[config.mk]
export PLATFORM = sky130hd
export DESIGN_NAME = fetch_unit
export DESIGN_NICKNAME = d
export VERILOG_FILES = /design/src/rtl/fetch_pkg.sv /design/src/rtl/fetch_dest.sv /design/src/rtl/fetch_rom.sv /design/src/rtl/fetch_unit.sv
export SDC_FILE = /design/constraint.sdc
export NUM_CORES = 1
export LEC_CHECK = 0
export CORE_MARGIN = 3
export CORE_UTILIZATION = 40
export DETAILED_ROUTE_END_ITERATION = 7
export DONT_BUFFER_PORTS = 1
export GPL_TIMING_DRIVEN = 0
export SLEW_MARGIN = 30
export SYNTH_ARGS = -nofsm -noshare
export SYNTH_HDL_FRONTEND = slang
export SYNTH_SLANG_ARGS = --single-unit
[constraint.sdc]
create_clock -name clk -period 2.5 [get_ports clk]
set_clock_uncertainty 0.05 [all_clocks]
set_input_delay 0.375 -clock clk [delete_from_list [all_inputs] [get_ports clk]]
set_output_delay 0.375 -clock clk [all_outputs]
set_load 0.03 [all_outputs]
[src/rtl/fetch_pkg.sv]
package fetch_pkg;

    localparam int INSN_BITS = 9;
    localparam logic [INSN_BITS-1:0] NOP_WORD = '0;
    localparam logic [2:0] SEG_OPCODE = 3'b101;

    typedef enum logic [1:0] {
        SEL_INCR   = 2'd0,
        SEL_BRANCH = 2'd1,
        SEL_START  = 2'd2
    } next_sel_e;

endpackage

[src/rtl/fetch_dest.sv]
module fetch_dest #(
    parameter int PC_W       = 12,
    parameter bit REL_TARGET = 1'b0
) (
    input  logic [PC_W-1:0] pc_i,
    input  logic [PC_W-1:0] target_i,
    output logic [PC_W-1:0] dest_o
);

    generate
        if (REL_TARGET) begin : g_relative
            // signed distance from the branch's own address; wraps naturally
            always_comb begin
                dest_o = pc_i + target_i;
            end
        end else begin : g_absolute
            always_comb begin
                dest_o = target_i;
            end
        end
    endgenerate

endmodule

[src/rtl/fetch_rom.sv]
module fetch_rom
    import fetch_pkg::*;
#(
    parameter int PC_W       = 12,
    parameter int INSN_W     = INSN_BITS,
    parameter int ROM_DEPTH  = 64,
    parameter int SEG_COUNT  = 3,
    parameter int SEG_STRIDE = 16,
    parameter int SEG_LEN    = 12
) (
    input  logic [PC_W-1:0]   addr_i,
    output logic [INSN_W-1:0] word_o
);

    localparam int IDX_W = (ROM_DEPTH > 1) ? $clog2(ROM_DEPTH) : 1;
    localparam int LOW_W = INSN_W - 3;

    logic [INSN_W-1:0] words [ROM_DEPTH];

    function automatic logic [INSN_W-1:0] word_at(input int a);
        logic [31:0] av;
        av = 32'(a);
        word_at = INSN_W'(NOP_WORD);
        for (int s = 0; s < SEG_COUNT; s++) begin
            if (a >= s * SEG_STRIDE && a < s * SEG_STRIDE + SEG_LEN) begin
                word_at = {SEG_OPCODE, av[LOW_W-1:0]};
            end
        end
    endfunction

    generate
        for (genvar i = 0; i < ROM_DEPTH; i++) begin : g_word
            assign words[i] = word_at(i);
        end
    endgenerate

    always_comb begin
        if (32'(addr_i) < ROM_DEPTH) begin
            word_o = words[addr_i[IDX_W-1:0]];
        end else begin
            word_o = INSN_W'(NOP_WORD);
        end
    end

endmodule

[src/rtl/fetch_unit.sv]
module fetch_unit
    import fetch_pkg::*;
#(
    parameter int PC_W       = 12,
    parameter int INSN_W     = INSN_BITS,
    parameter int ROM_DEPTH  = 64,
    parameter bit REL_TARGET = 1'b0
) (
    input  logic              clk,
    input  logic              rst,
    input  logic              start,
    input  logic [PC_W-1:0]   start_addr,
    input  logic              branch,
    input  logic              taken,
    input  logic [PC_W-1:0]   target,
    output logic [PC_W-1:0]   pc,
    output logic [INSN_W-1:0] insn
);

    typedef struct packed {
        logic [PC_W-1:0] pc;
    } state_t;

    state_t    st_d, st_q;
    next_sel_e sel_d;
    logic [PC_W-1:0] dest_d;

    fetch_dest #(
        .PC_W       (PC_W),
        .REL_TARGET (REL_TARGET)
    ) u_dest (
        .pc_i     (st_q.pc),
        .target_i (target),
        .dest_o   (dest_d)
    );

    fetch_rom #(
        .PC_W      (PC_W),
        .INSN_W    (INSN_W),
        .ROM_DEPTH (ROM_DEPTH)
    ) u_rom (
        .addr_i (st_q.pc),
        .word_o (insn)
    );

    always_comb begin
        if (start) begin
            sel_d = SEL_START;
        end else if (branch && taken) begin
            sel_d = SEL_BRANCH;
        end else begin
            sel_d = SEL_INCR;
        end

        st_d = st_q;
        unique case (sel_d)
            SEL_START:  st_d.pc = start_addr;
            SEL_BRANCH: st_d.pc = dest_d;
            default:    st_d.pc = st_q.pc + PC_W'(1);
        endcase
    end

    always_ff @(posedge clk or posedge rst) begin
        if (rst) begin
            st_q <= '0;
        end else begin
            st_q <= st_d;
        end
    end

    assign pc = st_q.pc;

endmodule

## Yosys cells after proc, flatten, opt, wreduce, memory -nomap -nowiden

Memory sizes are Yosys's and may differ from the RTL's.
Cells that the tools add are included.

- Bits in latches: 0
- ROM bits: 576
- Register bits: 12
- Memory bits (writable): 0
- Input port bits: 29
- Memories: 1
- Output and inout bits: 21

Memories:

| name | words | width | read ports | clocked after memory_dff | write ports | line | text |
|---|---|---|---|---|---|---|---|
| (no name shown) | 64 | 9 | 1 | 0 | 0 | fetch_rom.sv:39 | `word_o = words[addr_i[IDX_W-1:0]];` |

- $add $sub $neg: 1
- Div/mod/pow operators: 0
- Magnitude comparators: 2
- Multipliers: 0
- Shift-type cells: 0
- Multiplexer cells: 6
- Reduce and logical (&&, ||, !) cells: 1
- Bitwise gates (word level): 1
- Eq/ne operators: 2

Operators by type and width:

| cell | count |
|---|---|
| $mux W9 | 3 |
| $pmux W12 S2 | 1 |
| $add A12 B1 Y12 const B | 1 |
| $lt A12 B7 Y1 const B | 1 |
| $ge A7 B7 Y1 const B | 1 |
| $not A6 Y7 | 1 |
| $eq A2 B1 Y1 const B | 1 |
| $eq A2 B2 Y1 const B | 1 |
| $mux W2 | 1 |
| $logic_and A1 B1 Y1 | 1 |
| $mux W1 | 1 |

## Logic depth before layout (Yosys ltp)

- Word-level depth: 5
- Mapped depth: 5
- Depth with buffers taken out: 5

## Modules after synthesis

From an unflattened synthesis, not the netlist that was laid out.

- Cells, all modules: 110
- Area total of the unflattened synthesis: 1,011.0 µm²

By module, submodules not included:

| module | cells each | seq. area each (µm²) | times used | area each (µm²) |
|---|---|---|---|---|
| fetch_unit | 81 | 300.3 | 1 | 758.2 |
| fetch_rom | 17 | 0.0 | 1 | 162.7 |
| fetch_dest | 12 | 0.0 | 1 | 90.1 |

## Least setup slack after synthesis

No wires, ideal clock.

- Kind: reg-to-output
- From: register st_q (netlist bit pc[6])
- To: output port insn[8]
- Stages on the path, launching flop included: 6
- Path buffers: 1
- Arrival: 2.120 ns
- Setup slack: -0.045 ns
- Cell sequence: dfrtp_1 > or4_1 > nor3_2 > nand2_1 > a21oi_1 > buf_4

- Cells in the longest elaborated chain, start to end: 2

Ends and longest elaborated chain:

| item | line | text |
|---|---|---|
| start, declared | fetch_unit.sv:24 | `state_t st_d, st_q;` |
| start signal, assigned | fetch_unit.sv:67 | `st_q <= st_d;` |
| $lt A12 B7 Y1 | fetch_rom.sv:38 | `if (32'(addr_i) < ROM_DEPTH) begin` |
| $mux W9 | fetch_rom.sv:38 |  |
| end, declared | fetch_unit.sv:17 | `output logic [INSN_W-1:0] insn` |

Every way passes these cells.

## Worst setup path after layout

Same ends and word-level chain as after synthesis.

==> flow_summary_export.csv <==
group,metric,value,unit
status,status,"finished, violations left",
status,violations,"negative setup slack",
floorplan,die_h,52.9,microns
power,p_leak,0.385,nW
setup_path,timing.rr.end,"pc[8]",
place,io_buffers,0,
route,drtIter0Drc,9,
floorplan,die_w,52.9,microns
setup_path,path_max_fanout,6,
power,finalPower,0.000556,W
worst_hold_path,whs_endpoint,"pc[8]",
final_layout,final_nets,138,
logic_synthesis,ys_ff_latch,12,
global_routing,use_met2,28.3,%
timing,grt_setup_unrepaired,"yes",
worst_hold_path,hold_path_depth,2,
timing,min_period,2.56,ns
logic_synthesis,synth_top_family_by_area,"simple AND/OR/NAND/NOR gates",
route,via_count,778,
route,viasPerCell,5.85,
final_layout,final_common_cell,"dfrtp_1",
setup_path,worstSetupPathType,"flop to output pin",
global_routing,overflow,0,
setup_path,cp.arrival,2.14,ns
setup_path,start_kind,"flop",
global_routing,grt_pass1_wl,3.55,mm
timing,setup_viol,3,
logic_synthesis,syn_area_per_cell,8.64,sq um
clock_tree,clk_latency,0.27,ns
final_layout,area_growth,15.6,%
setup_path,cpMaxStageDelayCell,"or4_4",
setup_path,ff2ff_path_depth,5,
route,drtAntennaViolNets,0,
clock_tree,cts_tree,"yes",
logic_synthesis,async_flop_share,100,%
setup_path,crit_path_max_incr_delay,0.56,ns
logic_synthesis,synth-xor-area-share,6.96,%
global_routing,grt_pass1_vias,796,
setup_path,path_cells,"or4_4, nor3_4, nand2_2, a21oi_4, buf_6",
logic_synthesis,synthCells,102,
global_routing,gr-max-usage-layer,"met2",
final_layout,n_antenna_cell,0,
logic_synthesis,synth_nets,132,
clock_tree,post_cts_buffers,0,
final_layout,largest_reg_flops,12,
route,wirelength,2.23,mm
global_routing,grt_use_total,17.9,%
place,routabilityCongestion,0.774,
logic_synthesis,ys.warnings.count,0,
clock_tree,htree_levels,1,
setup_path,worstPathRequired,2.08,ns
setup_path,timing.critical_path.buf_inv,1,
logic_synthesis,synthAdderAreaFrac,1.42,%
floorplan,start_util,43.6,%
timing,fin_crit_sh,103,%
global_routing,antenna_found_initial,0,
floorplan,boundaryPins,50,
floorplan,rows,16,
global_routing,grt_util_met3,5.35,%
logic_synthesis,synth_compound_area_share,16.8,%
logic_synthesis,yosysUniqueCellTypes,35,
clock_tree,clk_pin_slew_worst_paths,0.08,ns
setup_path,crit_family,"simple AND/OR/NAND/NOR gates",
floorplan,die-area,0.00280,sq mm
route,drcViolationCount,0,
clock_tree,cts.path.max_buffers,2,
timing,tightest_slew,0.657,ns
clock_tree,numCtsBuffers,3,
logic_synthesis,synth_edf_count,0,
timing,drv_slew,0,
clock_tree,cts_num_sinks,12,
timing,fmax,390,MHz
setup_path,r2r_setup_slack,0.55,ns
route,wire_per_inst,16.8,microns
timing,slew-limit-headroom,56.1,%
route,dr.pass1.iters,4,
worst_hold_path,hold_start,"start_addr[8]",
floorplan,core_area,0.00202,sq mm
final_layout,mostFrequentLayoutCells,"10 x dfrtp_1, 9 x nand2_1, 9 x nor3_1",
logic_synthesis,synthFlopType,"dfrtp_1",
global_routing,grt.met1_usage,21.2,%
place,place_ws,-0.174,ns
flow_run,max_cap_violations,0,
setup_path,reg2reg_from,"pc[0]",
power,ir_drop,307,uV
global_routing,grt_start_max_net_pins,13,
power,power.density,546,mW/mm^2
setup_path,startpoint,"pc[6]",
clock_tree,root_buffer,"clkbuf_4",
timing,finalHoldViolCount,0,
logic_synthesis,yosys.area_share.simple,32.0,%
place,hpwl,1.68,mm
logic_synthesis,ys_seq_area_share,34.1,%
final_layout,layout-drive-gt1-share,22.6,%
timing,setup_ws,-0.0632,ns
worst_hold_path,hold_class,"input port to flop",
logic_synthesis,netlist_area,881,sq um
setup_path,end_kind,"output pin",
logic_synthesis,synthMuxAreaShare,2.41,%
-- where the power goes --
group,internal [W],switching [W]
clock,0.0000558,0.0000651
combinational,0.0000527,0.0000667
sequential,0.000216,0.000100
-- how the worst max path moves through the flow --
| stage | slack [ns] | depth (start not counted) | to |
|---|---|---|---|
| floorplan | 0.0008 | 4 | insn[3] |
| global placement | -0.15 | 4 | insn[3] |
| detailed placement | -0.17 | 4 | insn[3] |
| CTS | -0.07 | 5 | insn[8] |
| global route | -0.15 | 5 | insn[8] |
| finish | -0.06 | 5 | insn[8] |
-- area by class of cell --
cell class / instances / area [sq um]
plain buffers: 5 / 30.0
clock buffers: 3 / 22.5
fillers: 205 / 1000
inverters: 7 / 26.3
multi-input cells: 78 / 593
flip-flops and latches: 12 / 303
well taps: 27 / 33.8
repair buffers: 1 / 10.0
-- what timing repair did --
item / CTS / global route
resized for setup: 15 / 3
hold buffers: 1 / 0
setup endpoints to repair: 8 / 7
endpoints found under the hold margin: 12 / 0
pin swaps: 3 / 2
-- synthesized netlist by cell type, types with 2 or more instances --
cell / number / area share [%]
buf_4: 2 / 1.7
and3_1: 3 / 2.1
o21ai_1: 3 / 1.7
nand2_1: 11 / 4.7
a221oi_2: 2 / 3.4
a21oi_1: 5 / 2.8
o31ai_1: 3 / 2.6
nor3_1: 10 / 5.7
xnor2_1: 6 / 6.0
a221oi_1: 2 / 2.0
and2_1: 2 / 1.4
dfrtp_1: 12 / 34
inv_1: 7 / 3.0
nor2b_1: 2 / 1.4
nand3_1: 2 / 1.1
nor3b_1: 2 / 1.7
clkbuf_1: 3 / 1.3
nor2_1: 6 / 2.6
nand3_2: 2 / 2.3
a211oi_1: 2 / 1.7
-- worst reg2reg max path, cell delays in order (launching register included) --
cell	delay, ns
dfrtp_1	0.65
ha_1	0.29
nand3_2	0.17
o31a_1	0.36
nor3_1	0.21
o31ai_1	0.11
-- kinds of logic (layout without fill, tap and decap cells) --
group	count (synthesis)	in the layout
compound gates	20	20
xor+xnor	7	7
fa+ha+maj	1	1
buf+inv	12	16
flops	12	12
mux	2	2
other cells	1	1
simple gates	47	47
-- metrics by stage --
step | utilization, % | cells | instance area (sq um) | hold WS (ns) | setup TNS [ns]
after floorplan | - | 102 | 885 | 0.190 | 0
after global placement | 45.4 | 129 | 918 | 0.253 | -0.352
after detailed placement | 45.4 | 129 | 918 | 0.258 | -0.400
after CTS | 49.9 | 133 | 1010 | 0.163 | -0.252
after global routing | 50.4 | 133 | 1020 | 0.170 | -0.520
final | 50.4 | 133 | 1020 | 0.174 | -0.0928
-- layer usage --
metal | wire length [microns] | part of all wire [%] | vias to the layer above
li1 | - | - | 375
met1 | 884 | 40 | 360
met2 | 1080 | 49 | 35
met3 | 201 | 9.0 | 8
met4 | 60 | 2.7 | 0
met5 | 0 | 0 | -
Note: power is estimated with default switching activity, not from simulation.
